## config.mk

```make
export PLATFORM = sky130hd
export DESIGN_NAME = coil_cmd_arbiter
export DESIGN_NICKNAME = d
export VERILOG_FILES = /design/src/rtl/coil_pkg.sv /design/src/rtl/coil_gap_timer.sv /design/src/rtl/coil_cmd_filter.sv /design/src/rtl/coil_cmd_arbiter.sv
export SDC_FILE = /design/constraint.sdc
export NUM_CORES = 1
export LEC_CHECK = 0
export ABC_AREA = 1
export BUFFER_PORTS_ARGS = -buffer_cell sky130_fd_sc_hd__buf_4
export CORE_AREA = 2 2 103 105
export DETAILED_ROUTE_END_ITERATION = 10
export DIE_AREA = 0 0 105 107
export PLACE_DENSITY = 0.56
export SLEW_MARGIN = 30
export SYNTH_ARGS = -nofsm -noshare
export SYNTH_HDL_FRONTEND = slang
export SYNTH_HIERARCHICAL = 1
export SYNTH_SLANG_ARGS = --single-unit
```

## constraint.sdc

```tcl
create_clock -name clk_i -period 4.1 [get_ports clk_i]
set_clock_uncertainty 0.2 [all_clocks]
set_input_delay 0.205 -clock clk_i [delete_from_list [all_inputs] [get_ports clk_i]]
set_output_delay 0.205 -clock clk_i [all_outputs]
set_load 0.01 [all_outputs]
```

## src/rtl/coil_pkg.sv

```systemverilog
package coil_pkg;
  typedef enum logic [1:0] {
    ACT_NONE = 2'd0,
    ACT_SET  = 2'd1,
    ACT_RST  = 2'd2
  } coil_act_e;

  typedef enum logic [1:0] {
    ST_IDLE  = 2'd0,
    ST_ARM   = 2'd1,
    ST_PULSE = 2'd2
  } coil_st_e;
endpackage

```

## src/rtl/coil_gap_timer.sv

```systemverilog
// Down-counter: ready when zero. Reloads on load_i; START_FULL loads at reset.
module coil_gap_timer #(
  parameter int unsigned CYCLES     = 16,
  parameter bit          START_FULL = 1'b0
) (
  input  logic clk_i,
  input  logic rst_ni,
  input  logic load_i,
  output logic ready_o
);
  localparam int unsigned W = (CYCLES < 1) ? 1 : $clog2(CYCLES + 1);
  localparam logic [W-1:0] LOAD_VAL = W'(CYCLES);
  localparam logic [W-1:0] RST_VAL  = START_FULL ? LOAD_VAL : '0;

  logic [W-1:0] cnt_q;

  always_ff @(posedge clk_i or negedge rst_ni) begin
    if (!rst_ni) begin
      cnt_q <= RST_VAL;
    end else if (load_i) begin
      cnt_q <= LOAD_VAL;
    end else if (cnt_q != '0) begin
      cnt_q <= cnt_q - 1'b1;
    end
  end

  assign ready_o = (cnt_q == '0);
endmodule

```

## src/rtl/coil_cmd_filter.sv

```systemverilog
// Decodes a write into an action and applies the ordering rules.
module coil_cmd_filter
  import coil_pkg::*;
(
  input  logic      set_req_i,
  input  logic      rst_req_i,
  input  logic      lv_i,
  input  logic      idle_i,
  input  coil_act_e last_i,
  output logic      cmd_o,
  output logic      accept_o,
  output coil_act_e act_o
);
  coil_act_e act;
  logic      blocked;

  always_comb begin
    if (set_req_i)      act = ACT_SET;   // SET wins over RESET
    else if (rst_req_i) act = ACT_RST;
    else                act = ACT_NONE;

    blocked = 1'b0;
    if (lv_i) begin
      if (act == ACT_SET && last_i == ACT_SET) blocked = 1'b1;
      if (act == ACT_RST && last_i != ACT_SET) blocked = 1'b1;
    end

    cmd_o    = set_req_i | rst_req_i;
    accept_o = cmd_o & idle_i & ~blocked;
    act_o    = act;
  end
endmodule

```

## src/rtl/coil_cmd_arbiter.sv

```systemverilog
module coil_cmd_arbiter
  import coil_pkg::*;
#(
  parameter int unsigned DATA_W     = 8,
  parameter int unsigned SET_POS    = 1,
  parameter int unsigned RST_POS    = 2,
  parameter int unsigned SETTLE_CYC = 1_250_000,
  parameter int unsigned PWRUP_CYC  = 2_500_000
) (
  input  logic              clk_i,
  input  logic              rst_ni,
  input  logic              wr_en_i,
  input  logic [DATA_W-1:0] wr_data_i,
  input  logic              low_volt_i,
  input  logic              coil_done_i,
  output logic              set_pulse_o,
  output logic              rst_pulse_o,
  output logic              set_bit_o,
  output logic              rst_bit_o,
  output logic              reject_o,
  output logic              sleep_o
);
  localparam logic [DATA_W-1:0] CMD_MASK =
    DATA_W'((1 << SET_POS) | (1 << RST_POS));

  coil_st_e  state_q;
  coil_act_e act_q, last_q, dec_act;
  logic      lv_q, set_bit_q, rst_bit_q, reject_q;
  logic      dec_cmd, dec_ok, idle, done_hit;
  logic      pwr_ready, settle_ready, go;
  logic      unused_bits;

  assign unused_bits = ^(wr_data_i & ~CMD_MASK);

  assign idle     = (state_q == ST_IDLE);
  assign done_hit = (state_q == ST_PULSE) & coil_done_i;

  coil_cmd_filter u_filter (
    .set_req_i (wr_data_i[SET_POS]),
    .rst_req_i (wr_data_i[RST_POS]),
    .lv_i      (low_volt_i),
    .idle_i    (idle),
    .last_i    (last_q),
    .cmd_o     (dec_cmd),
    .accept_o  (dec_ok),
    .act_o     (dec_act)
  );

  coil_gap_timer #(.CYCLES(PWRUP_CYC), .START_FULL(1'b1)) u_pwrup (
    .clk_i   (clk_i),
    .rst_ni  (rst_ni),
    .load_i  (1'b0),
    .ready_o (pwr_ready)
  );

  coil_gap_timer #(.CYCLES(SETTLE_CYC), .START_FULL(1'b0)) u_settle (
    .clk_i   (clk_i),
    .rst_ni  (rst_ni),
    .load_i  (done_hit),
    .ready_o (settle_ready)
  );

  // settle gap only binds commands accepted in low-voltage mode
  assign go = pwr_ready & (~lv_q | settle_ready);

  always_ff @(posedge clk_i or negedge rst_ni) begin
    if (!rst_ni) begin
      state_q   <= ST_IDLE;
      act_q     <= ACT_NONE;
      last_q    <= ACT_NONE;
      lv_q      <= 1'b0;
      set_bit_q <= 1'b0;
      rst_bit_q <= 1'b0;
      reject_q  <= 1'b0;
    end else begin
      reject_q <= wr_en_i & dec_cmd & ~dec_ok;
      unique case (state_q)
        ST_IDLE: begin
          if (wr_en_i && dec_ok) begin
            state_q   <= ST_ARM;
            act_q     <= dec_act;
            lv_q      <= low_volt_i;
            set_bit_q <= (dec_act == ACT_SET);
            rst_bit_q <= (dec_act == ACT_RST);
          end
        end
        ST_ARM: begin
          if (go) state_q <= ST_PULSE;
        end
        ST_PULSE: begin
          if (coil_done_i) begin
            state_q   <= ST_IDLE;
            last_q    <= act_q;
            set_bit_q <= 1'b0;
            rst_bit_q <= 1'b0;
          end
        end
        default: state_q <= ST_IDLE;
      endcase
    end
  end

  assign set_pulse_o = (state_q == ST_PULSE) & (act_q == ACT_SET);
  assign rst_pulse_o = (state_q == ST_PULSE) & (act_q == ACT_RST);
  assign set_bit_o   = set_bit_q;
  assign rst_bit_o   = rst_bit_q;
  assign reject_o    = reject_q;
  assign sleep_o     = idle;
endmodule

```

### Word-level counts from Yosys, hierarchy flattened

Index checks and enable logic that the tools add are counted.

| word-level totals | value |
|---|---|
| flip-flop bits (word level) | 53 |
| latch bits | 0 |
| bits in writable memories | 0 |
| memory bits (read-only) | 0 |
| input port bits | 13 |
| output and inout port bits | 6 |
| logic and storage cells | 65 |
| memories | 0 |

| cells by class | value |
|---|---|
| $add $sub $neg | 2 |
| multipliers | 0 |
| div/mod/pow operators | 0 |
| $lt $le $gt $ge | 0 |
| eq/ne operators | 11 |
| shift-type cells | 0 |
| multiplexer cells | 16 |
| bitwise gates (word level) | 13 |
| reductions and logical operators | 14 |

Operators with widths:

| operator | count |
|---|---|
| 21-bit two-way mux | 2 |
| 22-bit zero test | 1 |
| 22-bit nonzero test | 1 |
| 22-bit by 1-bit subtractor with 22-bit output (second input constant) | 1 |
| 21-bit zero test | 1 |
| 21-bit nonzero test | 1 |
| 21-bit by 1-bit subtractor with 21-bit output (second input constant) | 1 |
| 2-bit two-way mux | 5 |
| 1-bit bitwise AND | 8 |
| 2-bit by 1-bit equality test with 1-bit output (second input constant) | 4 |
| 2-bit equality test (second input constant) | 3 |
| 1-bit two-way mux | 6 |
| 2-bit inequality test (second input constant) | 3 |
| 2-bit one-hot mux with 3 select lines | 1 |
| 3-bit AND reduction | 2 |
| 1-bit one-hot mux with 2 select lines | 2 |
| 2-bit AND reduction | 2 |
| 2-bit nonzero test | 2 |
| 1-bit logical AND | 3 |
| 1-bit inverter | 3 |
| 2-bit zero test | 1 |
| 2-bit by 1-bit inequality test with 1-bit output (second input constant) | 1 |
| 1-bit bitwise OR | 2 |

### Logic depth before layout (Yosys ltp)

| logic depth | value |
|---|---|
| depth after elaboration | 12 |
| gate-level depth with buffers | 11 |
| mapped depth without buffers | 10 |

### By module

The synthesis kept the hierarchy.

By module, submodules not included:

| module | times used | cells each | area each (µm²) |
|---|---|---|---|
| coil_gap_timer (u_settle) | 1 | 190 | 1461.4 |
| coil_gap_timer (u_pwrup) | 1 | 195 | 1423.9 |
| coil_cmd_arbiter | 1 | 59 | 488.0 |
| coil_cmd_filter | 1 | 13 | 63.8 |

### Worst setup path after synthesis

Ideal clock, no wire load.

| timing path | value |
|---|---|
| path kind | register to register |
| start point | reg u_pwrup.cnt_q[0] |
| end point | reg state_q[1] |
| arrival time | 1651 ps |
| required time | 3834 ps |
| slack | 2184 ps |
| stages on the path, launching flop included | 12 |
| path buffers | 1 |
| period minus slack after synthesis | 1916 ps |
| cells stage by stage | dfrtp_1 -> inv_1 -> ha_1 -> nand2_2 -> nor2_8 -> nand3_4 -> buf_6 -> inv_1 -> inv_1 -> a21oi_1 -> nand4_1 -> nand2_1 |

| on the way | value |
|---|---|
| cells in the longest elaborated chain, start to end | 4 |

Ends and longest elaborated chain:

| item | line | text |
|---|---|---|
| start: declaration | coil_gap_timer.sv:15 | `logic [W-1:0] cnt_q;` |
| start signal: assignment | coil_gap_timer.sv:23 | `cnt_q <= cnt_q - 1'b1;` |
| 22-bit zero test | coil_gap_timer.sv:27 | `assign ready_o = (cnt_q == '0);` |
| net pwr_ready | coil_cmd_arbiter.sv:30 | `logic pwr_ready, settle_ready, go;` |
| 1-bit bitwise AND | coil_cmd_arbiter.sv:64 | `assign go = pwr_ready & (~lv_q \| settle_ready);` |
| 2-bit inequality test (no line) | - |  |
| 3-bit AND reduction (no line) | - |  |
| end signal: assignment | coil_cmd_arbiter.sv:68 | `state_q <= ST_IDLE;` |
| end signal: assignment | coil_cmd_arbiter.sv:80 | `state_q <= ST_ARM;` |
| end signal: assignment | coil_cmd_arbiter.sv:88 | `if (go) state_q <= ST_PULSE;` |
| end: declaration | coil_cmd_arbiter.sv:26 | `coil_st_e state_q;` |

The timed path passes the listed nets, and every way through them passes these cells.
A chain may end at the register's enable or synchronous reset.

### Worst setup path after layout

Ends and elaborated chain as after synthesis.

==> flow_summary.ini <==
[floorplanning]
core_mm2 = 0.0101
dieArea_mm2 = 0.0112
die_w_um = 105
die-height_um = 107
rows = 37
io_pins = 19
start_util_pct = 34.1

[logic_synthesis]
synth_top_area_share_pct = 32.8
synth-main-ff-cell = dfrtp_1
synth_commonest_cells = 86 x nand2_1, 63 x nor2_1, 61 x inv_1
synth_nets = 473
synth_adder_area_share_pct = 1.09
syn-cell-area_mm2 = 0.00344
synth.avg_cell_area_um2 = 7.52
synthXorXnorAreaFrac_pct = 1.02
yosysSeqAreaShare_pct = 38.9
synth_area_leaders = dfrtp_1 33%, nand2_1 9.4%, nand3_1 7.6%
ys_types = 41
async_flop_share_pct = 100
yosysTopAreaCell = dfrtp_1
synth-compound-area-share_pct = 5.68
synthSimpleGateAreaFrac_pct = 44.5
yosysMostFrequentCell = nand2_1
synth_top_family_by_area = simple AND/OR/NAND/NOR gates
synth.area.mux_share_pct = 0
synth_cells = 457
yosys_warnings = 6
ys_ff_latch = 53
synth_edf_count = 0

[timing]
whs_ns = 0.0278
layout_min_cycle_time_ns = 2.16
rsz0062_at_grt = no
final.setup.tns_ns = 0
worst_pin_slew_ns = 0.687
hold_viol = 0
fmax_ghz = 0.463
post-route-period-util_pct = 52.7
relSlewSlack_pct = 54.2
maxSlewViolCount = 0
finalSetupViolCount = 0

[worst_setup_path]
cp_top_family = simple AND/OR/NAND/NOR gates
crit_arrival_ns = 2.23
path_cells = inv_1, ha_1, nand2_2, nor2_8, nand3_4, inv_1, inv_1, a21oi_1, nand4_1, nand2_1
reg2reg_to = state_q[1]
rrSetupSlack_ns = 1.94
endpoint_kind = register
critPathMostFrequentCell = inv_1
cp_num_buf_inv = 3
critPathLaunchType = register
slowest_delay_ns = 0.42
cp.required_ns = 4.17
crit_path_max_fanout = 13
critPathKind = reg -> reg
worstReg2RegStart = u_pwrup/cnt_q[0]
crit_slowest_cell = dfrtp_1
reg2regPathDepth = 10

[layout]
syn2layout_area_growth_pct = 11.9
layout-drive-gt1-share_pct = 19.9
finalNonFillerCells = 613
regArea_mm2 = 0.00134
fillers = 1125
final_nets = 492
multi_input_area_mm2 = 0.00180
diodes = 0

[min_path]
hold_start = wr_data_i[2]
whs_endpoint = reject_o
hp-class = in -> reg
hold_depth = 4

[routing]
wire_per_inst_um = 12.2
drtPass1Iterations = 4
num_vias = 2862
drt-vias-per-instance = 4.67
drtAntennaViolNets = 0
wl_mm = 7.45
drc = 0
drt_iter0_drc = 107

[cts]
cts.sinks = 53
cts_tree = yes
ctsLongestPathBuffers = 2
path_clk_slew_ns = 0.10
insertion_delay_ns = 0.32
cts_buffers = 5
cts_resized = 0
root_buffer = clkbuf_8
htreeDepth = 2

[placement]
post-dp-hpwl_mm = 5.52
io_buffers = 12
dp_cells = 600
gp_congestion = 0.853

[power]
p_leak_nw = 1.87
peakVddDrop_mv = 0.195
power_density_mw_per_mm2 = 281

[status]
outcome = finished clean

[job]
cap_violations = 0

[grt]
grt_pass1_wl_mm = 13.3
grt_remaining_overflow = 0
grt_pass1_vias = 2786
grtUsageTotal_pct = 14.5
antenna_found_initial = 0
grt_max_degree = 54
through the flow:
stage | util (%) | total power [W] | setup slack (ns) | area (um2)
global placement | 36.3 | 0.000644 | 1.96 | 3660
detailed placement | 36.3 | 0.000645 | 1.96 | 3660
floorplan | - | 0.000616 | 2.18 | 3440
finish | 38.1 | 0.00108 | 1.94 | 3850
global route | 38.1 | 0.00113 | 1.69 | 3850
CTS | 38.1 | 0.00110 | 1.94 | 3850
layout make-up:
| cell class | count | share of cell area [%] |
|---|---|---|
| multi-input cells | 331 | 46.8 |
| flip-flops and latches | 53 | 34.7 |
| inverters | 68 | 6.77 |
| well taps | 136 | 4.42 |
| repair buffers | 17 | 3.64 |
| clock buffers | 5 | 1.79 |
| clock inverters | 3 | 1.79 |
logic make-up after synthesis:
group,after synthesis
xor+xnor,4
fa+ha+maj,3
compound gates,34
simple gates,289
flops,53
other cells,1
buf+inv,73
cells in the final DEF, fill, tap and decap left out, drive strengths merged:
cell,netlist,final
buf,5,12
o21a,1,1
nor4,1,1
and2,1,1
clkinv,2,2
xor2,4,4
and3,1,1
nor2,98,98
clkbuf,0,5
dlygate4sd3,0,5
dfstp,8,8
o211ai,1,1
nand3b,3,3
nand2,98,98
a21oi,10,10
dfrtp,45,45
nand4,14,14
o21ai,14,14
o21bai,1,1
or2,6,6
ha,3,3
nand3,57,57
bufinv,0,2
a21o,7,7
nor3,10,10
conb,1,1
inv,66,67
registers in the layout, summed over array words and instances (netlist names):
register        cells
act_q               2
last_q              2
lv_q                1
reject_o            1
rst_bit_o           1
set_bit_o           1
state_q             2
u_pwrup/cnt_q      22
u_settle/cnt_q     21
what timing repair did:
action | 4_1_cts | 5_1_grt
buffers inserted | 0 | 0
hold endpoints to repair | 51 | 0
hold buffers | 5 | 0
report_power, final:
part / switching [W] / internal (W)
Combinational: 0.0000623 / 0.0000318
Sequential: 0.0000106 / 0.000535
Clock: 0.000195 / 0.000246
worst reg2reg max path, delay by kind of cell, from the launching register on:
kind / cells / cell delay [ns]
compound gates: 1 / 0.15
fa+ha+maj: 1 / 0.30
buf+inv: 3 / 0.29
flops: 1 / 0.42
simple gates: 5 / 0.77
layer usage:
| metal | part of all wire [%] | global-route usage, % | up-vias |
|---|---|---|---|
| met2 | 47 | 24.5 | 23 |
| li1 | - | - | 1495 |
| met4 | 1.4 | 4.57 | 0 |
| met3 | 1.3 | 2.07 | 8 |
| met5 | 0 | 0 | - |
| met1 | 50 | 19.2 | 1336 |
how the worst max path moves through the flow:
| stage | from | end | slack, ns | depth (start not counted) |
|---|---|---|---|---|
| 2_1_floorplan | u_pwrup/cnt_q[0] | state_q[1] | 2.18 | 11 |
| 3_3_place_gp | u_pwrup/cnt_q[0] | state_q[1] | 1.96 | 10 |
| 3_5_place_dp | u_pwrup/cnt_q[0] | state_q[1] | 1.96 | 10 |
| 4_1_cts | u_pwrup/cnt_q[0] | state_q[1] | 1.94 | 10 |
| 5_1_grt | u_pwrup/cnt_q[0] | state_q[1] | 1.69 | 10 |
| 6_report | u_pwrup/cnt_q[0] | state_q[1] | 1.94 | 10 |
No activity file was read; power rests on OpenSTA's default activity.
